`config.mk`:
```
export PLATFORM = sky130hd
export DESIGN_NAME = gpio_edge_irq_ctrl
export DESIGN_NICKNAME = d
export VERILOG_FILES = /design/src/rtl/gpio_irq_pkg.sv /design/src/rtl/gpio_edge_det.sv /design/src/rtl/gpio_irq_regs.sv /design/src/rtl/gpio_irq_flags.sv /design/src/rtl/gpio_edge_irq_ctrl.sv
export SDC_FILE = /design/constraint.sdc
export NUM_CORES = 1
export LEC_CHECK = 0
export BUFFER_PORTS_ARGS = -buffer_cell sky130_fd_sc_hd__buf_2
export CORE_MARGIN = 2
export CORE_UTILIZATION = 49
export CTS_CLUSTER_DIAMETER = 100
export CTS_CLUSTER_SIZE = 16
export DETAILED_ROUTE_END_ITERATION = 16
export PLACE_DENSITY_LB_ADDON = 0.2
export SLEW_MARGIN = 20
export SYNTH_ARGS = -nofsm -noshare
export SYNTH_HDL_FRONTEND = slang
export SYNTH_SLANG_ARGS = --single-unit
```
`constraint.sdc`:
```
create_clock -name clk_i -period 1.2 [get_ports clk_i]
set_input_delay 0.06 -clock clk_i [delete_from_list [all_inputs] [get_ports clk_i]]
set_output_delay 0.06 -clock clk_i [all_outputs]
set_load 0.02 [all_outputs]
```
`src/rtl/gpio_irq_pkg.sv`:
```
package gpio_irq_pkg;
  localparam int ADDR_W = 2;
  localparam logic [ADDR_W-1:0] ADDR_POL  = 2'd0;
  localparam logic [ADDR_W-1:0] ADDR_MASK = 2'd1;
  localparam logic [ADDR_W-1:0] ADDR_PEND = 2'd2;
  localparam logic [ADDR_W-1:0] ADDR_SUMM = 2'd3;
endpackage

```
`src/rtl/gpio_edge_det.sv`:
```
// Per-pin transition detector: one history flop per pin and a shared
// "history valid" bit, so the level seen when reset ends is never an edge.
module gpio_edge_det #(
  parameter int NPIN = 8
) (
  input  logic            clk_i,
  input  logic            rst_n,
  input  logic [NPIN-1:0] pin_i,
  input  logic [NPIN-1:0] pol_i,
  input  logic [NPIN-1:0] pol_chg_i,
  output logic [NPIN-1:0] det_o
);
  logic hist_vld_q, hist_vld_d;

  always_comb begin
    hist_vld_d = 1'b1;
  end

  always_ff @(posedge clk_i or negedge rst_n) begin
    if (!rst_n) hist_vld_q <= 1'b0;
    else        hist_vld_q <= hist_vld_d;
  end

  for (genvar i = 0; i < NPIN; i++) begin : g_pin
    logic hist_q, hist_d;
    logic rise, fall;

    always_comb begin
      hist_d   = pin_i[i];
      rise     = ~hist_q & pin_i[i];
      fall     = hist_q & ~pin_i[i];
      det_o[i] = hist_vld_q & ~pol_chg_i[i] & (pol_i[i] ? fall : rise);
    end

    always_ff @(posedge clk_i or negedge rst_n) begin
      if (!rst_n) hist_q <= 1'b0;
      else        hist_q <= hist_d;
    end
  end
endmodule

```
`src/rtl/gpio_irq_regs.sv`:
```
// Polarity and mask registers, write decode and read mux.
module gpio_irq_regs
  import gpio_irq_pkg::*;
#(
  parameter int NPIN = 8
) (
  input  logic              clk_i,
  input  logic              rst_n,
  input  logic              wr_en_i,
  input  logic [ADDR_W-1:0] addr_i,
  input  logic [NPIN-1:0]   wr_data_i,
  input  logic [NPIN-1:0]   pend_i,
  input  logic              grp_i,
  output logic [NPIN-1:0]   pol_o,
  output logic [NPIN-1:0]   mask_o,
  output logic [NPIN-1:0]   pol_chg_o,
  output logic [NPIN-1:0]   clr_o,
  output logic [NPIN-1:0]   rd_data_o
);
  logic            pol_we, mask_we;
  logic [NPIN-1:0] pol_q, pol_d, mask_q, mask_d;

  always_comb begin
    pol_we    = wr_en_i && (addr_i == ADDR_POL);
    mask_we   = wr_en_i && (addr_i == ADDR_MASK);
    pol_d     = wr_data_i;
    mask_d    = wr_data_i;
    pol_chg_o = pol_we ? (wr_data_i ^ pol_q) : '0;
    clr_o     = (wr_en_i && (addr_i == ADDR_PEND)) ? wr_data_i : '0;
  end

  always_ff @(posedge clk_i or negedge rst_n) begin
    if (!rst_n)      pol_q <= '0;
    else if (pol_we) pol_q <= pol_d;
  end

  always_ff @(posedge clk_i or negedge rst_n) begin
    if (!rst_n)       mask_q <= '0;
    else if (mask_we) mask_q <= mask_d;
  end

  always_comb begin
    rd_data_o = '0;
    case (addr_i)
      ADDR_POL:  rd_data_o = pol_q;
      ADDR_MASK: rd_data_o = mask_q;
      ADDR_PEND: rd_data_o = pend_i;
      default:   rd_data_o[0] = grp_i;
    endcase
  end

  assign pol_o  = pol_q;
  assign mask_o = mask_q;
endmodule

```
`src/rtl/gpio_irq_flags.sv`:
```
// Sticky pending flags with write-one-to-clear; a detected edge wins over a clear.
module gpio_irq_flags #(
  parameter int NPIN = 8
) (
  input  logic            clk_i,
  input  logic            rst_n,
  input  logic [NPIN-1:0] det_i,
  input  logic [NPIN-1:0] clr_i,
  input  logic [NPIN-1:0] mask_i,
  output logic [NPIN-1:0] pend_o,
  output logic            irq_o,
  output logic            grp_o
);
  logic            pend_we;
  logic [NPIN-1:0] pend_q, pend_d;

  always_comb begin
    pend_we = (|clr_i) | (|det_i);
    pend_d  = (pend_q & ~clr_i) | det_i;
  end

  always_ff @(posedge clk_i or negedge rst_n) begin
    if (!rst_n)       pend_q <= '0;
    else if (pend_we) pend_q <= pend_d;
  end

  always_comb begin
    irq_o  = |(pend_q & mask_i);
    grp_o  = |pend_q;
    pend_o = pend_q;
  end
endmodule

```
`src/rtl/gpio_edge_irq_ctrl.sv`:
```
module gpio_edge_irq_ctrl
  import gpio_irq_pkg::*;
#(
  parameter int NPIN = 8
) (
  input  logic              clk_i,
  input  logic              rst_n_i,
  input  logic [NPIN-1:0]   pin_i,
  input  logic              wr_en_i,
  input  logic [ADDR_W-1:0] addr_i,
  input  logic [NPIN-1:0]   wr_data_i,
  output logic [NPIN-1:0]   rd_data_o,
  output logic              irq_o,
  output logic              grp_flag_o
);
  logic [1:0]      rst_sync_q;
  logic            rst_n;
  logic [NPIN-1:0] pol, mask, pol_chg, clr, det, pend;
  logic            grp;

  // Assert asynchronously, release on the second clock edge.
  always_ff @(posedge clk_i or negedge rst_n_i) begin
    if (!rst_n_i) rst_sync_q <= 2'b00;
    else          rst_sync_q <= {rst_sync_q[0], 1'b1};
  end
  assign rst_n = rst_sync_q[1];

  gpio_irq_regs #(.NPIN(NPIN)) u_regs (
    .clk_i(clk_i), .rst_n(rst_n), .wr_en_i(wr_en_i), .addr_i(addr_i),
    .wr_data_i(wr_data_i), .pend_i(pend), .grp_i(grp), .pol_o(pol),
    .mask_o(mask), .pol_chg_o(pol_chg), .clr_o(clr), .rd_data_o(rd_data_o)
  );

  gpio_edge_det #(.NPIN(NPIN)) u_det (
    .clk_i(clk_i), .rst_n(rst_n), .pin_i(pin_i), .pol_i(pol),
    .pol_chg_i(pol_chg), .det_o(det)
  );

  gpio_irq_flags #(.NPIN(NPIN)) u_flags (
    .clk_i(clk_i), .rst_n(rst_n), .det_i(det), .clr_i(clr), .mask_i(mask),
    .pend_o(pend), .irq_o(irq_o), .grp_o(grp)
  );

  assign grp_flag_o = grp;
endmodule

```
# ---- Yosys cells after proc, flatten, opt, wreduce, memory -nomap -nowiden
# Index checks and enable logic that the tools add are counted.
dict set report word_totals {
  register_bits 35
  latchBits 0
  ramBits 0
  mem_bits_ro 0
  inputBits 21
  output_inout_bits 10
  wordCells 97
  memories 0
}
dict set report op_classes {
  addsub 0
  multipliers 0
  div_mod_pow 0
  magnitude_cmp 0
  n_eq_ne 2
  shifts 0
  n_mux 12
  bitwise_logic 62
  n_reduce_logical 8
}
# cell count
set op_table {}
lappend op_table {{$and A1 B1 Y1} 32}
lappend op_table {{$reduce_or A8 Y1} 4}
lappend op_table {{$not A1 Y1} 24}
lappend op_table {{$pmux W7 S3} 1}
lappend op_table {{$and A8 B8 Y8} 2}
lappend op_table {{$mux W8} 2}
lappend op_table {{$mux W1} 8}
lappend op_table {{$not A8 Y8} 1}
lappend op_table {{$or A8 B8 Y8} 1}
lappend op_table {{$xor A8 B8 Y8} 1}
lappend op_table {{$logic_and A1 B1 Y1} 3}
lappend op_table {{$pmux W1 S3} 1}
lappend op_table {{$eq A2 B1 Y1 const B} 1}
lappend op_table {{$eq A2 B2 Y1 const B} 1}
lappend op_table {{$logic_not A2 Y1} 1}
lappend op_table {{$or A1 B1 Y1} 1}

# ---- Depth between registers and ports, before layout
dict set report depth {
  word_depth 8
  mapped_depth 5
  mapped_depth_nobuf 3
}

# ---- Cells and area by module
# Synthesis repeated with hierarchy kept, for this count alone.
dict set report hier_totals {
  hier_cells 157
  hier_area_um2 1845.5
}
# module instances cells_per_inst area_per_inst_um2 seq_area_each_um2
set modules_own_cells {}
lappend modules_own_cells {gpio_irq_regs 1 80 972.2 400.4}
lappend modules_own_cells {gpio_edge_det 1 42 475.5 225.2}
lappend modules_own_cells {gpio_irq_flags 1 32 344.1 200.2}
lappend modules_own_cells {gpio_edge_irq_ctrl 1 3 53.8 50.0}

# ---- Worst setup path after synthesis
# Ideal clock, no wire load.
dict set report synth_path {
  path_kind {flip-flop to output port}
  from {reg u_flags.pend_q[4], in the netlist u_flags.pend_o[4]}
  to {out rd_data_o[0]}
  arrival_time_ps 1455
  required_ps 1140
  slack_ps -315
  path_stages_with_launch 4
  n_path_buf 0
  path_cell_list {dfrtp_1 -> nor4_1 -> nand2_1 -> mux4_1}
}
dict set report synth_between {
  elab_chain_cells 2
}
# element line
set synth_lines {}
lappend synth_lines {{start: declaration} gpio_irq_flags.sv:15} ;# logic [NPIN-1:0] pend_q, pend_d;
lappend synth_lines {{start signal: assignment} gpio_irq_flags.sv:24} ;# else if (pend_we) pend_q <= pend_d;
lappend synth_lines {{$reduce_or A8 Y1} gpio_irq_flags.sv:29} ;# grp_o = |pend_q;
lappend synth_lines {{net grp_flag_o} gpio_edge_irq_ctrl.sv:14} ;# output logic grp_flag_o
lappend synth_lines {{$pmux W1 S3} gpio_irq_regs.sv:44} ;# case (addr_i)
lappend synth_lines {{end: declaration} gpio_edge_irq_ctrl.sv:12} ;# output logic [NPIN-1:0] rd_data_o,
# The timed path passes the listed nets, and every way through them passes these cells.

# ---- Final worst setup path
dict set report layout_path {
  from {reg u_flags.pend_q[4], in the netlist u_flags.pend_o[4]}
  to {out rd_data_o[0]}
}
dict set report layout_between {
  elab_chain_cells 2
}
# element line
set layout_lines {}
lappend layout_lines {{$reduce_or A8 Y1} gpio_irq_flags.sv:29}
lappend layout_lines {{$pmux W1 S3} gpio_irq_regs.sv:44}
# Every way passes these cells.

==> results_dict.tcl <==
set metrics [dict create \
    cts_buffers 5 \
    final_cells 264 \
    synth_area_sq_um 1700 \
    num-fill-cells 268 \
    start_util_pct 51.0 \
    grt_max_degree 34 \
    violations "negative setup slack" \
    final_nets 238 \
    firstDrtPassIters 4 \
    intPower_mw 2.18 \
    avgSynthCellArea_sq_um 11.5 \
    die_w_um 62.9 \
    crit_type "flip-flop to output pin" \
    crit_path_start_kind "flip-flop" \
    synth_cell_types 22 \
    reg2reg_to "u_flags.pend_o[4]" \
    drt-wirelength-per-cell_um 16.3 \
    crit_arrival_ps 1860 \
    p_sw_mw 1.05 \
    final_antenna_net_count 0 \
    vias 1460 \
    die_y_um 62.9 \
    track_usage_pct 23.4 \
    grt_pass1_vias 1567 \
    synth_top_area_cell "dfrtp_1" \
    yosysSeqAreaShare_pct 51.5 \
    initialDrtViolationCount 106 \
    worstHoldStart "wr_data_i[2]" \
    num_antenna_cells 0 \
    overflow 0 \
    fin_util_pct 70.0 \
    power.density_nw_per_um2 1380 \
    hold-worst-slack_ps 24.7 \
    r2r_slack_ps 110 \
    yosysWarnings 0 \
    seqPwrFrac_pct 48.7 \
    run_status "finished, violations left" \
    ys_seq_elements 35 \
    dp.cells 236 \
    rsz0062_at_grt "true" \
    critPathCaptureType "output pin" \
    drc 0 \
    r2r_start "u_regs.pol_o[4]" \
    hold_viol_final 0 \
    row_count 21 \
    hold_path_depth 2 \
    clock_path_buffers 2 \
    synthCells 148 \
    holdPathEnd "u_regs.mask_o[2]" \
    post-dp-hpwl_um 2820 \
    p_leak_nw 1.02 \
    fin_skew_ps 10.6 \
    cp_max_fo 2 \
    via_per_inst 5.53 \
    maxSlewViolCount 0 \
    io_buffers 30 \
    grt_pass1_wl_um 7010 \
    tns_ps -2620 \
    combPwrFrac_pct 31.9 \
    fmax_ghz 0.521 \
    root_buffer "clkbuf_4" \
    period_share_pct 160 \
    swShare_pct 32.5 \
    min_period_ps 1920 \
    cp.required_ps 1140 \
    routed_wl_um 4300 \
    dieArea_sq_um 3960 \
    drive_above_1_share_pct 38.1 \
    coreArea_sq_um 3340 \
    gp_congestion 0.834 \
    antenna_found_initial 0 \
    worst_slack_ps -720 \
    synthTopCellsByArea "dfrtp_1, mux2_2, nand2_1" \
    drv_cap 0 \
    synth_top_area_share_pct 51.5 \
    hp-class "input port to flip-flop" \
    irDropWorstVdd_uv 846 \
    io_pins 31 \
    tritoncts "yes" \
    clockPowerShare_pct 19.4 \
    cts-htree-levels 2 \
    clock_latency_ps 350 \
    cts.sinks 35 \
    clk_pin_slew_ps 110 \
    area_growth_pct 37.4 \
    setup_viol 10 \
    r2r_cells 3 \
]
==> power groups by stage <==
| stage | Sequential [mW] | Combinational [mW] | Clock (mW) |
|---|---|---|---|
| CTS | 1.55 | 0.958 | 0.634 |
| global route | 1.59 | 1.12 | 0.696 |
| floorplan | 1.55 | 0.476 | 0 |
| global placement | 1.54 | 0.810 | 0 |
| finish | 1.57 | 1.03 | 0.627 |
| detailed placement | 1.55 | 0.839 | 0 |
==> timing repair <==
item,in CTS,in global routing
hold buffers,17,0
pin swaps,7,9
endpoints found under the hold margin,24,0
setup buffers,4,4
endpoints found under the setup margin,10,10
resized for setup,21,11
==> registers in the layout, summed over array words and instances, names as in the netlist <==
signal / cells
u_regs.mask_o: 8
u_det.g_pin.hist_q: 8
u_flags.pend_o: 8
u_regs.pol_o: 8
u_det.hist_vld_q: 1
rst_sync_q: 2
==> how the worst max path moves through the flow <==
stage	depth (start not counted)	end	slack, ps	start
6_report	4	rd_data_o[0]	-720	u_flags.pend_o[4]
5_1_grt	4	rd_data_o[0]	-810	u_flags.pend_o[4]
4_1_cts	4	rd_data_o[0]	-650	u_flags.pend_o[1]
3_5_place_dp	4	rd_data_o[0]	-310	u_flags.pend_o[0]
3_3_place_gp	4	rd_data_o[0]	-270	u_flags.pend_o[0]
2_1_floorplan	3	rd_data_o[0]	-270	u_flags.pend_o[1]
==> cell usage after synthesis <==
| cell | instances |
|---|---|
| nand4_1 | 1 |
| nor3b_4 | 1 |
| clkbuf_1 | 1 |
| buf_1 | 1 |
| buf_6 | 3 |
| o21ai_0 | 7 |
| nand2_2 | 1 |
| mux2i_1 | 7 |
| a32o_1 | 8 |
| conb_1 | 1 |
| buf_2 | 1 |
| o22ai_1 | 8 |
| mux2_2 | 16 |
| xor2_1 | 8 |
| dfrtp_1 | 35 |
| nor4_1 | 2 |
| a22oi_1 | 4 |
| and3b_2 | 1 |
| nand2b_1 | 8 |
| nand2_1 | 32 |
| and2b_2 | 1 |
| mux4_1 | 1 |
==> through the flow <==
step	instance area (sq um)	power, mW	setup slack, ps
after global routing	2340	3.41	-812
after CTS	2270	3.14	-647
after global placement	2000	2.35	-265
after detailed placement	2000	2.39	-306
after floorplan	1700	2.03	-267
final	2340	3.23	-720
==> cells by family after synthesis <==
logic type / count (synthesis) / synth area share [%]
buffers and inverters: 6 / 2.72
multiplexers: 24 / 16.3
XOR/XNOR: 8 / 4.12
AO/OA/AOI/OAI: 27 / 11.5
AND/OR/NAND/NOR: 47 / 13.7
flip-flops: 35 / 51.5
other: 1 / 0.221
==> worst max-delay path, cell delays in order (launching register included) <==
cell and delay (ps):
dfrtp_1 450, nor4_2 280, nand2_1 120, mux4_2 500
buf_6 150
==> layer usage <==
layer / part of all wire [%] / routed length [um] / global-route usage [%] / vias to the layer above
li1: - / - / - / 668
met1: 41 / 1750 / 26.5 / 722
met2: 51 / 2190 / 40.2 / 53
met3: 4.8 / 208 / 5.59 / 17
met4: 3.4 / 144 / 13.6 / 0
met5: 0 / 0 / 0 / -
==> placed cells by master (no fill, tap or decap), types with 10 or more instances in the layout <==
cell type,netlist,final
buf_4,0,18
dlygate4sd3_1,0,17
dfrtp_1,35,35
nand2_1,32,32
buf_6,3,10
mux2_2,16,16
buf_2,1,21
==> area by class of cell <==
type / count / area (sq um) / area share, %
repair buffers: 67 / 543 / 23.2
flip-flops and latches: 35 / 876 / 37.5
multi-input cells: 108 / 810 / 34.7
clock inverters: 1 / 5.00 / 0.214
clock buffers: 7 / 45.0 / 1.93
well taps: 46 / 57.6 / 2.46
Note: power is estimated with default switching activity, not from simulation.
